===== src/rtl/pp_pkg.sv =====
// Package: shared types for the two-half transmit buffer.
// Assumes exactly two halves; the half selector is one bit.
package pp_pkg;

    typedef enum logic {
        HALF_A = 1'b0,
        HALF_B = 1'b1
    } half_e;

    // Return the half opposite to h.
    function automatic half_e other_half(input half_e h);
        return (h == HALF_A) ? HALF_B : HALF_A;
    endfunction

endpackage


===== src/rtl/pp_store.sv =====
// Module: pp_store
// Byte storage for both halves. There is one write port, addressed by the
// fill half and the byte index, and one combinational read port, addressed by
// the presented half and the transmitter's index.
// Assumes the caller only asserts we for an in-range index of a free half.
module pp_store #(
    parameter int HALF_BYTES = 64,
    parameter int DATA_W     = 8,
    localparam int IDX_W     = $clog2(HALF_BYTES),
    localparam int DEPTH     = 2 * HALF_BYTES
) (
    input  logic              clk,
    input  logic              we,
    input  pp_pkg::half_e     wr_half,
    input  logic [IDX_W-1:0]  wr_idx,
    input  logic [DATA_W-1:0] wr_data,
    input  pp_pkg::half_e     rd_half,
    input  logic [IDX_W-1:0]  rd_idx,
    output logic [DATA_W-1:0] rd_data
);

    logic [DATA_W-1:0] mem_q [DEPTH];

    // Store the accepted byte; contents need no reset.
    always_ff @(posedge clk) begin
        if (we) begin
            mem_q[{wr_half, wr_idx}] <= wr_data;
        end
    end

    // Present the requested byte of the presented half.
    always_comb begin
        rd_data = mem_q[{rd_half, rd_idx}];
    end

endmodule


===== src/rtl/pp_fill_ctrl.sv =====
// Module: pp_fill_ctrl
// Fill-side control: selects the half being filled, counts accepted bytes,
// drops bytes past the half size (sticky overflow), and produces the seal
// strobe and the sealed length. It raises the DMA request when room remains.
// Assumes fill_free reports whether the current fill half is unsealed.
module pp_fill_ctrl #(
    parameter int HALF_BYTES = 64,
    localparam int IDX_W     = $clog2(HALF_BYTES),
    localparam int CNT_W     = $clog2(HALF_BYTES + 1)
) (
    input  logic              clk,
    input  logic              rst_n,
    input  logic              clr,
    input  logic              wr_en,
    input  logic              pkt_end,
    input  logic              fill_free,
    output pp_pkg::half_e     fill_sel,
    output logic              wr_accept,
    output logic [IDX_W-1:0]  wr_idx,
    output logic              seal,
    output logic [CNT_W-1:0]  seal_len,
    output logic              ovf_flag,
    output logic              dma_req
);
    import pp_pkg::*;

    localparam logic [CNT_W-1:0] LIMIT = CNT_W'(HALF_BYTES);

    logic [CNT_W-1:0] cnt_q;
    half_e            sel_q;
    logic             ovf_q;
    logic             room;

    // Decide acceptance of a byte and of a seal in this cycle.
    always_comb begin
        room      = (cnt_q < LIMIT);
        wr_accept = wr_en && fill_free && room;
        seal      = pkt_end && fill_free;
        seal_len  = cnt_q + CNT_W'(wr_accept);
        wr_idx    = cnt_q[IDX_W-1:0];
        dma_req   = fill_free && room;
    end

    // Advance the byte count and switch halves on a seal.
    always_ff @(posedge clk) begin
        if (!rst_n || clr) begin
            cnt_q <= '0;
            sel_q <= HALF_A;
        end else if (seal) begin
            cnt_q <= '0;
            sel_q <= other_half(sel_q);
        end else if (wr_accept) begin
            cnt_q <= cnt_q + 1'b1;
        end
    end

    // Hold the overflow flag once a byte is dropped for lack of room.
    always_ff @(posedge clk) begin
        if (!rst_n || clr) begin
            ovf_q <= 1'b0;
        end else if (wr_en && fill_free && !room) begin
            ovf_q <= 1'b1;
        end
    end

    assign fill_sel = sel_q;
    assign ovf_flag = ovf_q;

    AST_CNT_BOUND: assert property (@(posedge clk) disable iff (!rst_n)
        cnt_q <= LIMIT);
    AST_OVF_STICKY: assert property (@(posedge clk) disable iff (!rst_n)
        (ovf_q && !clr) |=> ovf_q);
    AST_SEAL_RESTART: assert property (@(posedge clk) disable iff (!rst_n)
        (seal && !clr) |=> (cnt_q == '0) && (sel_q != $past(sel_q)));

endmodule


===== src/rtl/pp_seal_track.sv =====
// Module: pp_seal_track
// Per-half sealed flags and lengths, and the pointer to the oldest sealed
// half, which is the one presented to the transmitter. A seal and an
// acknowledge in the same cycle always touch different halves.
// Assumes seal is only asserted while the fill half is unsealed.
module pp_seal_track #(
    parameter int HALF_BYTES = 64,
    localparam int CNT_W     = $clog2(HALF_BYTES + 1)
) (
    input  logic              clk,
    input  logic              rst_n,
    input  logic              clr,
    input  logic              seal,
    input  pp_pkg::half_e     fill_sel,
    input  logic [CNT_W-1:0]  seal_len,
    input  logic              tx_ack,
    output logic              fill_free,
    output pp_pkg::half_e     send_sel,
    output logic              tx_ready,
    output logic [CNT_W-1:0]  tx_len
);
    import pp_pkg::*;

    logic [1:0]       sealed_q;
    logic [CNT_W-1:0] len_q [2];
    half_e            send_q;
    logic             release_now;

    // Release the presented half when the transmitter acknowledges it.
    always_comb begin
        release_now = tx_ack && sealed_q[send_q];
    end

    for (genvar h = 0; h < 2; h++) begin : g_half
        // Set on seal of this half, clear on its release or on a clear.
        always_ff @(posedge clk) begin
            if (!rst_n || clr) begin
                sealed_q[h] <= 1'b0;
                len_q[h]    <= '0;
            end else if (seal && (fill_sel == half_e'(h))) begin
                sealed_q[h] <= 1'b1;
                len_q[h]    <= seal_len;
            end else if (release_now && (send_q == half_e'(h))) begin
                sealed_q[h] <= 1'b0;
            end
        end
    end

    // Move the presented pointer to the other half after a release.
    always_ff @(posedge clk) begin
        if (!rst_n || clr) begin
            send_q <= HALF_A;
        end else if (release_now) begin
            send_q <= other_half(send_q);
        end
    end

    assign fill_free = !sealed_q[fill_sel];
    assign send_sel  = send_q;
    assign tx_ready  = sealed_q[send_q];
    assign tx_len    = len_q[send_q];

    AST_HOLD_NO_ACK: assert property (@(posedge clk) disable iff (!rst_n)
        (tx_ready && !tx_ack && !clr) |=> (tx_ready && $stable(tx_len)));
    AST_ACK_ADVANCE: assert property (@(posedge clk) disable iff (!rst_n)
        (tx_ready && tx_ack && !clr) |=> (send_q != $past(send_q)));
    AST_CLR_EMPTY: assert property (@(posedge clk) disable iff (!rst_n)
        clr |=> (!tx_ready && fill_free));
    AST_LEN_RANGE: assert property (@(posedge clk) disable iff (!rst_n)
        tx_ready |-> (tx_len <= CNT_W'(HALF_BYTES)));

endmodule


===== src/rtl/tx_pingpong_buf.sv =====
// Module: tx_pingpong_buf
// Two-half transmit packet buffer. The fill side writes bytes and seals a
// packet with pkt_end, which swaps halves. The transmitter reads the oldest
// sealed packet and frees it with tx_ack.
// Assumes one write per cycle and a transmitter that reads by byte index.
module tx_pingpong_buf #(
    parameter int HALF_BYTES = 64,
    parameter int DATA_W     = 8,
    localparam int IDX_W     = $clog2(HALF_BYTES),
    localparam int CNT_W     = $clog2(HALF_BYTES + 1)
) (
    input  logic              clk,
    input  logic              rst_n,
    input  logic              clr,
    input  logic              wr_en,
    input  logic [DATA_W-1:0] wr_data,
    input  logic              pkt_end,
    output logic              dma_req,
    output logic              fill_avail,
    output logic              ovf_flag,
    output logic              tx_ready,
    output logic [CNT_W-1:0]  tx_len,
    input  logic [IDX_W-1:0]  tx_rd_addr,
    output logic [DATA_W-1:0] tx_rd_data,
    input  logic              tx_ack
);
    import pp_pkg::*;

    half_e            fill_sel;
    half_e            send_sel;
    logic             fill_free;
    logic             wr_accept;
    logic [IDX_W-1:0] wr_idx;
    logic             seal;
    logic [CNT_W-1:0] seal_len;

    pp_fill_ctrl #(.HALF_BYTES(HALF_BYTES)) u_fill (
        .clk       (clk),
        .rst_n     (rst_n),
        .clr       (clr),
        .wr_en     (wr_en),
        .pkt_end   (pkt_end),
        .fill_free (fill_free),
        .fill_sel  (fill_sel),
        .wr_accept (wr_accept),
        .wr_idx    (wr_idx),
        .seal      (seal),
        .seal_len  (seal_len),
        .ovf_flag  (ovf_flag),
        .dma_req   (dma_req)
    );

    pp_seal_track #(.HALF_BYTES(HALF_BYTES)) u_track (
        .clk       (clk),
        .rst_n     (rst_n),
        .clr       (clr),
        .seal      (seal),
        .fill_sel  (fill_sel),
        .seal_len  (seal_len),
        .tx_ack    (tx_ack),
        .fill_free (fill_free),
        .send_sel  (send_sel),
        .tx_ready  (tx_ready),
        .tx_len    (tx_len)
    );

    pp_store #(.HALF_BYTES(HALF_BYTES), .DATA_W(DATA_W)) u_store (
        .clk     (clk),
        .we      (wr_accept),
        .wr_half (fill_sel),
        .wr_idx  (wr_idx),
        .wr_data (wr_data),
        .rd_half (send_sel),
        .rd_idx  (tx_rd_addr),
        .rd_data (tx_rd_data)
    );

    assign fill_avail = fill_free;

    AST_FULL_NO_DMA: assert property (@(posedge clk) disable iff (!rst_n)
        !fill_avail |-> !dma_req);
    AST_FULL_NOT_READY_FALSE: assert property (@(posedge clk) disable iff (!rst_n)
        !fill_avail |-> tx_ready);

endmodule


===== config.mk =====
export PLATFORM = sky130hd
export DESIGN_NAME = tx_pingpong_buf
export DESIGN_NICKNAME = d
export VERILOG_FILES = /design/src/rtl/pp_pkg.sv /design/src/rtl/pp_store.sv /design/src/rtl/pp_fill_ctrl.sv /design/src/rtl/pp_seal_track.sv /design/src/rtl/tx_pingpong_buf.sv
export SDC_FILE = /design/constraint.sdc
export NUM_CORES = 1
export LEC_CHECK = 0
export ABC_CLOCK_PERIOD_IN_PS = 2980
export BUFFER_PORTS_ARGS = -buffer_cell sky130_fd_sc_hd__buf_2
export CELL_PAD_IN_SITES_DETAIL_PLACEMENT = 2
export CELL_PAD_IN_SITES_GLOBAL_PLACEMENT = 2
export CORE_MARGIN = 5
export CORE_UTILIZATION = 46
export DETAILED_ROUTE_END_ITERATION = 8
export PLACE_DENSITY_LB_ADDON = 0.1
export RECOVER_POWER = 25
export SLEW_MARGIN = 20
export SYNTH_ARGS = -nofsm -noshare
export SYNTH_HDL_FRONTEND = slang
export SYNTH_SLANG_ARGS = --single-unit

===== constraint.sdc =====
create_clock -name clk -period 2.98 [get_ports clk]
set_clock_uncertainty 0.05 [all_clocks]
set_input_delay 0.298 -clock clk [delete_from_list [all_inputs] [get_ports clk]]
set_output_delay 0.298 -clock clk [all_outputs]
set_load 0.01 [all_outputs]

==> results of run 1 <==
-- cell usage in the layout (no fill, tap or decap), types with 3 or more instances in the layout --
master | Yosys | layout
a21oi_1 | 7 | 7
buf_12 | 0 | 41
buf_2 | 14 | 18
buf_4 | 12 | 224
buf_6 | 1 | 8
bufinv_16 | 0 | 16
clkbuf_1 | 54 | 23
clkbuf_16 | 0 | 111
clkbuf_2 | 0 | 6
clkinv_1 | 0 | 21
clkinv_2 | 0 | 21
clkinvlp_4 | 0 | 10
dfxtp_1 | 13 | 13
dlygate4sd3_1 | 0 | 9
edfxtp_1 | 1038 | 1038
ha_1 | 5 | 5
inv_1 | 6 | 6
inv_6 | 0 | 4
mux2_2 | 17 | 9
mux2_4 | 0 | 8
mux4_2 | 336 | 336
nand2_1 | 18 | 18
nand2b_1 | 4 | 4
nand3_1 | 14 | 14
nor2_1 | 154 | 154
nor2b_1 | 7 | 7
or2_2 | 3 | 3
xnor2_1 | 5 | 5
-- final cells by class --
type	instances	area share [%]
clock buffer	129	5.88
timing repair buffer	314	5.91
inverter	7	0.0543
tap	1165	3.01
multi-input combinational	589	18.3
antenna	1	0.00517
sequential	1051	65.0
clock inverter	78	1.80
-- stage by stage --
| step | cell area (um^2) | setup TNS (ns) | cells | hold WS (ns) | setup WS [ns] |
|---|---|---|---|---|---|
| 6_report | 48400 | -11.12 | 3334 | 0.393 | -0.601 |
| 5_1_grt | 48400 | -24.18 | 3333 | 0.434 | -0.644 |
| 4_1_cts | 48400 | -4.98 | 3333 | 0.100 | -0.658 |
| 3_5_place_dp | 44600 | -3.15 | 3117 | 0.426 | -0.414 |
| 3_3_place_gp | 44600 | -3.02 | 3117 | 0.412 | -0.413 |
| 2_1_floorplan | 40700 | 0 | 1740 | 0.347 | 0.00780 |
-- power by group through the flow --
| stage | registers, mW | clock network [mW] | logic, mW |
|---|---|---|---|
| 2_1_floorplan | 16.6 | 0 | 0.801 |
| 3_3_place_gp | 16.6 | 0 | 1.66 |
| 3_5_place_dp | 16.6 | 0 | 1.73 |
| 4_1_cts | 16.3 | 14.5 | 1.79 |
| 5_1_grt | 16.3 | 15.3 | 1.82 |
| 6_report | 16.3 | 14.2 | 1.75 |
-- logic make-up after synthesis --
group / after synthesis / synth area share (%)
flip-flops: 1051 / 77.2
XOR/XNOR: 7 / 0.151
AO/OA/AOI/OAI: 12 / 0.166
multiplexers: 354 / 19.1
buffers and inverters: 100 / 1.09
adder cells (fa/ha/maj): 5 / 0.154
AND/OR/NAND/NOR: 211 / 2.15
-- metal layers --
metal	wire (um)	part of all wire, %	vias to the layer above
li1	-	-	8072
met1	49800	41	11500
met2	62300	51	777
met3	6510	5.4	129
met4	2340	1.9	0
met5	0	0	-
-- cell usage after synthesis (2+ instances only) --
cell type  number  share of area [%]
edfxtp_1     1038                 77
mux4_2        336                 19
nor2_1        154                1.4
clkbuf_1       54               0.50
nand2_1        18               0.17
mux2_2         17               0.47
buf_2          14               0.17
nand3_1        14               0.17
dfxtp_1        13               0.64
buf_1          12               0.11
buf_4          12               0.22
a21oi_1         7              0.086
nor2b_1         7               0.11
inv_1           6              0.055
ha_1            5               0.15
xnor2_1         5               0.11
nand2b_1        4              0.061
or2_2           3              0.046
nand3b_1        2              0.037
o21ai_0         2              0.025
or3_1           2              0.031
xor2_1          2              0.043
-- worst reg2reg max path, stage by stage, from the launching register on --
cell and delay, ns:
dfxtp_1 0.34, mux2_2 0.38, inv_1 0.13, nand4_1 0.27, or2_2 0.72, nor2_1 0.44, buf_4 0.24
-- timing repair --
action                                  4_1_cts  5_1_grt
resized for setup                            20        0
hold endpoints to repair                     29        0
pin swaps                                     0        0
endpoints found under the setup margin        8        8
hold buffers                                  9        0
-- state kept, by name, indices dropped and copies added (netlist names), named ones only --
register,count
u_fill.cnt_q,7
u_fill.fill_sel,1
u_fill.ovf_flag,1
u_store.mem_q,1024
u_track.len_q,14
u_track.sealed_q,2
u_track.send_sel,1
-- worst max-delay path by stage --
stage                    endpoint  slack (ns)  cells past startpoint
finish              tx_rd_data[5]       -0.60                      5
global route        tx_rd_data[5]       -0.64                      5
CTS                 tx_rd_data[5]       -0.66                      5
detailed placement  tx_rd_data[7]       -0.41                      8
global placement    tx_rd_data[0]       -0.41                      8
floorplan           tx_rd_data[0]       0.008                      7
==> summary.txt, run 1 <==
Power
  – Final Power: 32.3 mW
  – PD cells: about 670 nW/um^2
  – Worst VDD drop: 0.000559 V
  – Pint: about 25 mW
  – Sequential share of power: between 50 and 60%
  – Sw power: 7.00 mW
  – Sw frac: between 20% and 30%
  – Clk pwr share: between 40% and 50%
  – Combinational Power Share: under 10%
  – Leak Pwr: around 16 nW

STA
  – Count of final setup violators: between 80 and 90
  – Final worst slack: -0.601 ns
  – RSZ-0062 raised after global routing: true
  – Slew headroom: -103%
  – Maximum clock frequency: between 0.2 and 0.3 GHz
  – Final slew viol count: between 300 and 400
  – Final min period: ~3.6 ns
  – Post-route clock period utilization: 120%
  – Worst slew pin tran: 3.05 ns
  – Hold violation count in the final report: 0

Yosys
  – Flops & latches, synth: approximately 1,100
  – Dominant synthesized flop cell: edfxtp_1
  – Syn_area_per_cell: 23.4 um^2
  – Synth cell types: 35
  – Seq/Total Area, Yosys: 77.2%
  – YS warnings: 0
  – Post-synth EDFFs: 1,038
  – Async set or reset register ratio after synthesis: 0%
  – Synth Instances: 1,740
  – Mapped Area: 40,700 um^2
  – Syn Nets: 1,765

Worst setup path
  – FF-to-FF End: u_store.mem_q[15][3]
  – Worst Path Buf+Inv: 1
  – Critical path's top delay family: multiplexers
  – Startpoint types: register
  – Worst R2R Path Depth: 6
  – FF-to-FF setup slack: between 0.1 and 0.15 ns
  – Worst-path fanout max: 1
  – Req. time, crit path: between 2 and 3 ns
  – Reg2Reg Launch Point: u_fill.fill_sel
  – Crit-path cells: mux4_2 -> mux4_2 -> mux4_2 -> mux2_4 -> buf_6
  – Crit path from: u_store.mem_q[91][5]
  – CP max stage cell: mux4_2
  – Worst setup path class: reg2out
  – CP max stage delay: 0.60 ns
  – Crit end category: primary output
  – CP arrival: around 3.2 ns
  – Cell mode on critical path: mux4_2

Placement
  – Gp weighted congestion: approximately 0.81
  – PortBufs: 38
  – DP Wirelength: roughly 76 mm

Finish
  – Layout fillers: roughly 7,400
  – Layout cell share with drive strength beyond 1: a little under two fifths
  – Area delta synth->final: 18.8%
  – Layout Utilization: between 50% and 60%
  – Nets: approximately 2,100
  – Reg area: 31,400 um^2
  – Area of the multi-input gates: ~9000 um^2

Run
  – Max_cap viols: 6

Outcome
  – Failing checks: max-capacitance violations, max-slew violations, negative setup slack
  – Outcome: complete, but fails checks

Global routing
  – GRT Total Usage: roughly a quarter
  – Initial antenna violation count: 6
  – Vias in the first global route: around 22,000
  – Global route hottest layer: met2
  – Largest net degree at the start of global routing: 77
  – Global Route met1 Usage: 36.9%
  – Gr ovfl total: 0
  – First-pass GRT wire length: approximately 180 mm
  – Met3 Usage GRT: ~3.4%
  – Met2 Use GR: 44.2%

Drt
  – Avg WL per Cell: approximately 36 um
  – Pre-Repair DR Iteration Count: 7
  – Detailed Route Iter0 Violations: between 2,000 and 2,500
  – # DRC: 0
  – Final ANT Viol Nets: 0
  – Vias per cell: 6.15
  – Via count: a little over 20,000
  – WL final: approximately 120 mm

Floorplanning
  – Height of the die: between 300 and 400 um
  – I/O pin cnt: 39
  – Die area: 94,600 um^2
  – Chip width: 308 um
  – Initial core utilization: ~46%
  – Std-Cell Rows: 109
  – Core area: a little under 90,000 um^2

Clock tree
  – Clk slew on worst S/H paths: about 0.070 ns
  – CTS tree: done
  – CTS Buffer Depth: 3
  – Htree depth: 3
  – Clk sink count: approximately 1,100
  – Total CTS buffers: approximately 110
  – Post-CTS setup buffer count: 0
  – CTS root buffer: clkbuf_16
  – Later-pin clock latency in the skew report: between 0.6 and 0.7 ns

Worst hold path
  – Hold path start: pkt_end
  – Worst hold path class: in2reg
  – End of the worst hold path: u_fill.fill_sel
  – Hold path depth: 4
Power figures use the tool's default switching activity.
==> run 2, diff against run 1 <==
--- a/config.mk
+++ b/config.mk
@@ -6,7 +6,7 @@
 export NUM_CORES = 1
 export LEC_CHECK = 0
 export ABC_CLOCK_PERIOD_IN_PS = 2980
-export BUFFER_PORTS_ARGS = -buffer_cell sky130_fd_sc_hd__buf_2
+export BUFFER_PORTS_ARGS = -buffer_cell sky130_fd_sc_hd__buf_4
 export CELL_PAD_IN_SITES_DETAIL_PLACEMENT = 2
 export CELL_PAD_IN_SITES_GLOBAL_PLACEMENT = 2
 export CORE_MARGIN = 5
==> run 2 against run 1 <==
  * The run still ends with max-capacitance violations, max-slew violations, negative setup slack left
  * First-iteration DRC count fell by 0.38%
  * Cell count fell by 1.3%
  * Critical path depth did not move
  * Sequential power barely moved
  * Fmax fell by 0.13%
  * Hold slack got worse by 0.34 ns
  * Wire length fell by 1.2%
  * Largest cell class unchanged
==> summary.txt, run 2 (synthesized netlist as in run 1, its figures left out) <==
Clock tree
  – Clk sink count: roughly 1,100
  – CTS Buffer Depth: 3
  – CTS root buffer: clkbuf_16
  – CTS tree: done
  – Total CTS buffers: 109
  – Htree depth: 3
  – Clk slew on worst S/H paths: 0.06 ns
  – Later-pin clock latency in the skew report: a little under 0.7 ns
  – Post-CTS setup buffer count: 0

Worst setup path
  – CP max stage delay: approximately 0.6 ns
  – Crit path from: u_store.mem_q[81][5]
  – CP arrival: approximately 3.2 ns
  – Worst-path fanout max: 1
  – FF-to-FF End: u_store.mem_q[71][6]
  – Startpoint types: register
  – CP max stage cell: mux4_2
  – CP Capture Point: tx_rd_data[5]
  – FF-to-FF setup slack: approximately 0.29 ns
  – Req. time, crit path: around 2.6 ns
  – Crit end category: primary output
  – Worst R2R Path Depth: 6
  – Reg2Reg Launch Point: u_fill.fill_sel
  – Crit-path cells: mux4_2 -> mux4_2 -> mux4_2 -> mux2_4 -> buf_6
  – Cell mode on critical path: mux4_2
  – Worst setup path class: reg2out

STA
  – Hold violation count in the final report: 0
  – Post-route clock period utilization: 120%
  – Count of final setup violators: 8
  – Maximum clock frequency: 0.279 GHz
  – Hold_ws: roughly 0.051 ns
  – Worst slew pin tran: roughly 3.2 ns
  – Final worst slack: -0.605 ns
  – RSZ-0062 raised after global routing: true
  – Final min period: approximately 3.6 ns
  – Slew headroom: -112%
  – TNS Setup: -4.61 ns
  – Final slew viol count: approximately 420

Global routing
  – Largest net degree at the start of global routing: around 130
  – Gr ovfl total: 0
  – First-pass GRT wire length: roughly 170 mm
  – Initial antenna violation count: 8
  – Vias in the first global route: between 20,000 and 25,000
  – GRT Total Usage: between 20% and 30%

Drt
  – Pre-Repair DR Iteration Count: 5
  – Vias per cell: 6.14
  – WL final: 120 mm
  – Avg WL per Cell: around 36 um
  – # DRC: 0
  – Detailed Route Iter0 Violations: ~2,400
  – Final ANT Viol Nets: 0
  – Via count: approximately 20,000

Power
  – Clk pwr share: between 40% and 50%
  – Sequential share of power: between 50% and 60%
  – Sw power: 6.66 mW
  – Leak Pwr: around 15 nW
  – Pint: about 24 mW
  – Sw frac: 21.6%
  – Combinational Power Share: approximately 5.6%
  – Worst VDD drop: between 0.0005 and 0.0006 V
  – PD cells: around 650 nW/um^2

Placement
  – Setup WS pre-CTS: -0.474 ns
  – Gp weighted congestion: around 0.8
  – PortBufs: 38
  – DP Wirelength: approximately 76 mm

Floorplanning
  – Initial core utilization: between 40 and 50%
  – Chip width: roughly 300 um
  – I/O pin cnt: 39
  – Std-Cell Rows: ~110
  – Core area: about 88,000 um^2
  – Die area: ~95,000 um^2
  – Height of the die: 308 um

Finish
  – Max FFs per register: roughly 1,000
  – Commonest non-fill, non-tap cell in the layout: edfxtp_1
  – Area delta synth->final: 17.1%
  – Nets: between 2,000 and 2,500
  – Layout fillers: 7,419
  – Regs by FF count: u_store.mem_q: 1024 flops, u_track.len_q: 14 flops, u_fill.cnt_q: 7 flops
  – Layout cell share with drive strength beyond 1: 36.4%
  – Most frequent cells in the layout: 1,038 x edfxtp_1, 336 x mux4_2, 218 x buf_4
  – Largest reg by FF count: u_store.mem_q

Outcome
  – Failing checks: max-capacitance violations, max-slew violations, negative setup slack
  – Outcome: complete, but fails checks

Run
  – Max_cap viols: 7

Worst hold path
  – Worst hold path class: in2reg
-- run 2: worst min path at each step --
stage                                to  cells past startpoint             from
floorplan           u_store.mem_q[0][0]                      0       wr_data[0]
global placement        u_fill.ovf_flag                      2  u_fill.ovf_flag
detailed placement      u_fill.ovf_flag                      2  u_fill.ovf_flag
CTS                 u_track.sealed_q[1]                      3            rst_n
global route        u_track.sealed_q[1]                      3            rst_n
finish              u_track.sealed_q[1]                      3            rst_n
-- run 2: through the flow --
step                      power, mW  area, um^2  util [%]  cells
after floorplan                17.4       40700         -   1740
after CTS                      31.2       47700      54.2   3289
after global routing           32.0       47700      54.1   3289
final                          30.9       47700      54.1   3290
after global placement         18.2       44300      50.3   3088
after detailed placement       18.3       44300      50.3   3088
-- run 2: cell type report --
type	count	area [um^2]	area share [%]
Sequential cell	1051	31400	65.9
Clock inverter	56	379	0.795
Multi-Input combinational cell	589	8870	18.6
Inverter	7	26.3	0.0551
Clock buffer	140	2930	6.14
Tap cell	1165	1460	3.06
Antenna cell	1	2.50	0.00525
Timing Repair Buffer	281	2590	5.42
-- run 2: layer usage --
layer	track usage [%]	vias up	wire length, um	part of all wire (%)
met4	5.29	4	2290	1.9
met1	35.8	11200	48000	40
li1	-	7976	-	-
met2	43.2	878	60900	51
met5	0	-	27	0.023
met3	5.32	151	8290	6.9
-- run 2: repair_timing --
action	4_1_cts	5_1_grt
setup endpoints to repair	8	8
endpoints found under the hold margin	26	0
hold buffers	5	0
gates resized for setup	16	0
-- run 2: critical path, delay by kind of cell, from the launching register on --
kind     cells  cell delay, ns
mux          4            2.00
flops        1            0.43
buf+inv      1            0.13
-- run 2: power groups by stage --
stage | logic [mW] | registers [mW] | clock network, mW
6_report | 1.73 | 16.3 | 12.9
5_1_grt | 1.80 | 16.3 | 13.9
4_1_cts | 1.77 | 16.3 | 13.2
3_5_place_dp | 1.72 | 16.6 | 0
3_3_place_gp | 1.66 | 16.6 | 0
2_1_floorplan | 0.801 | 16.6 | 0
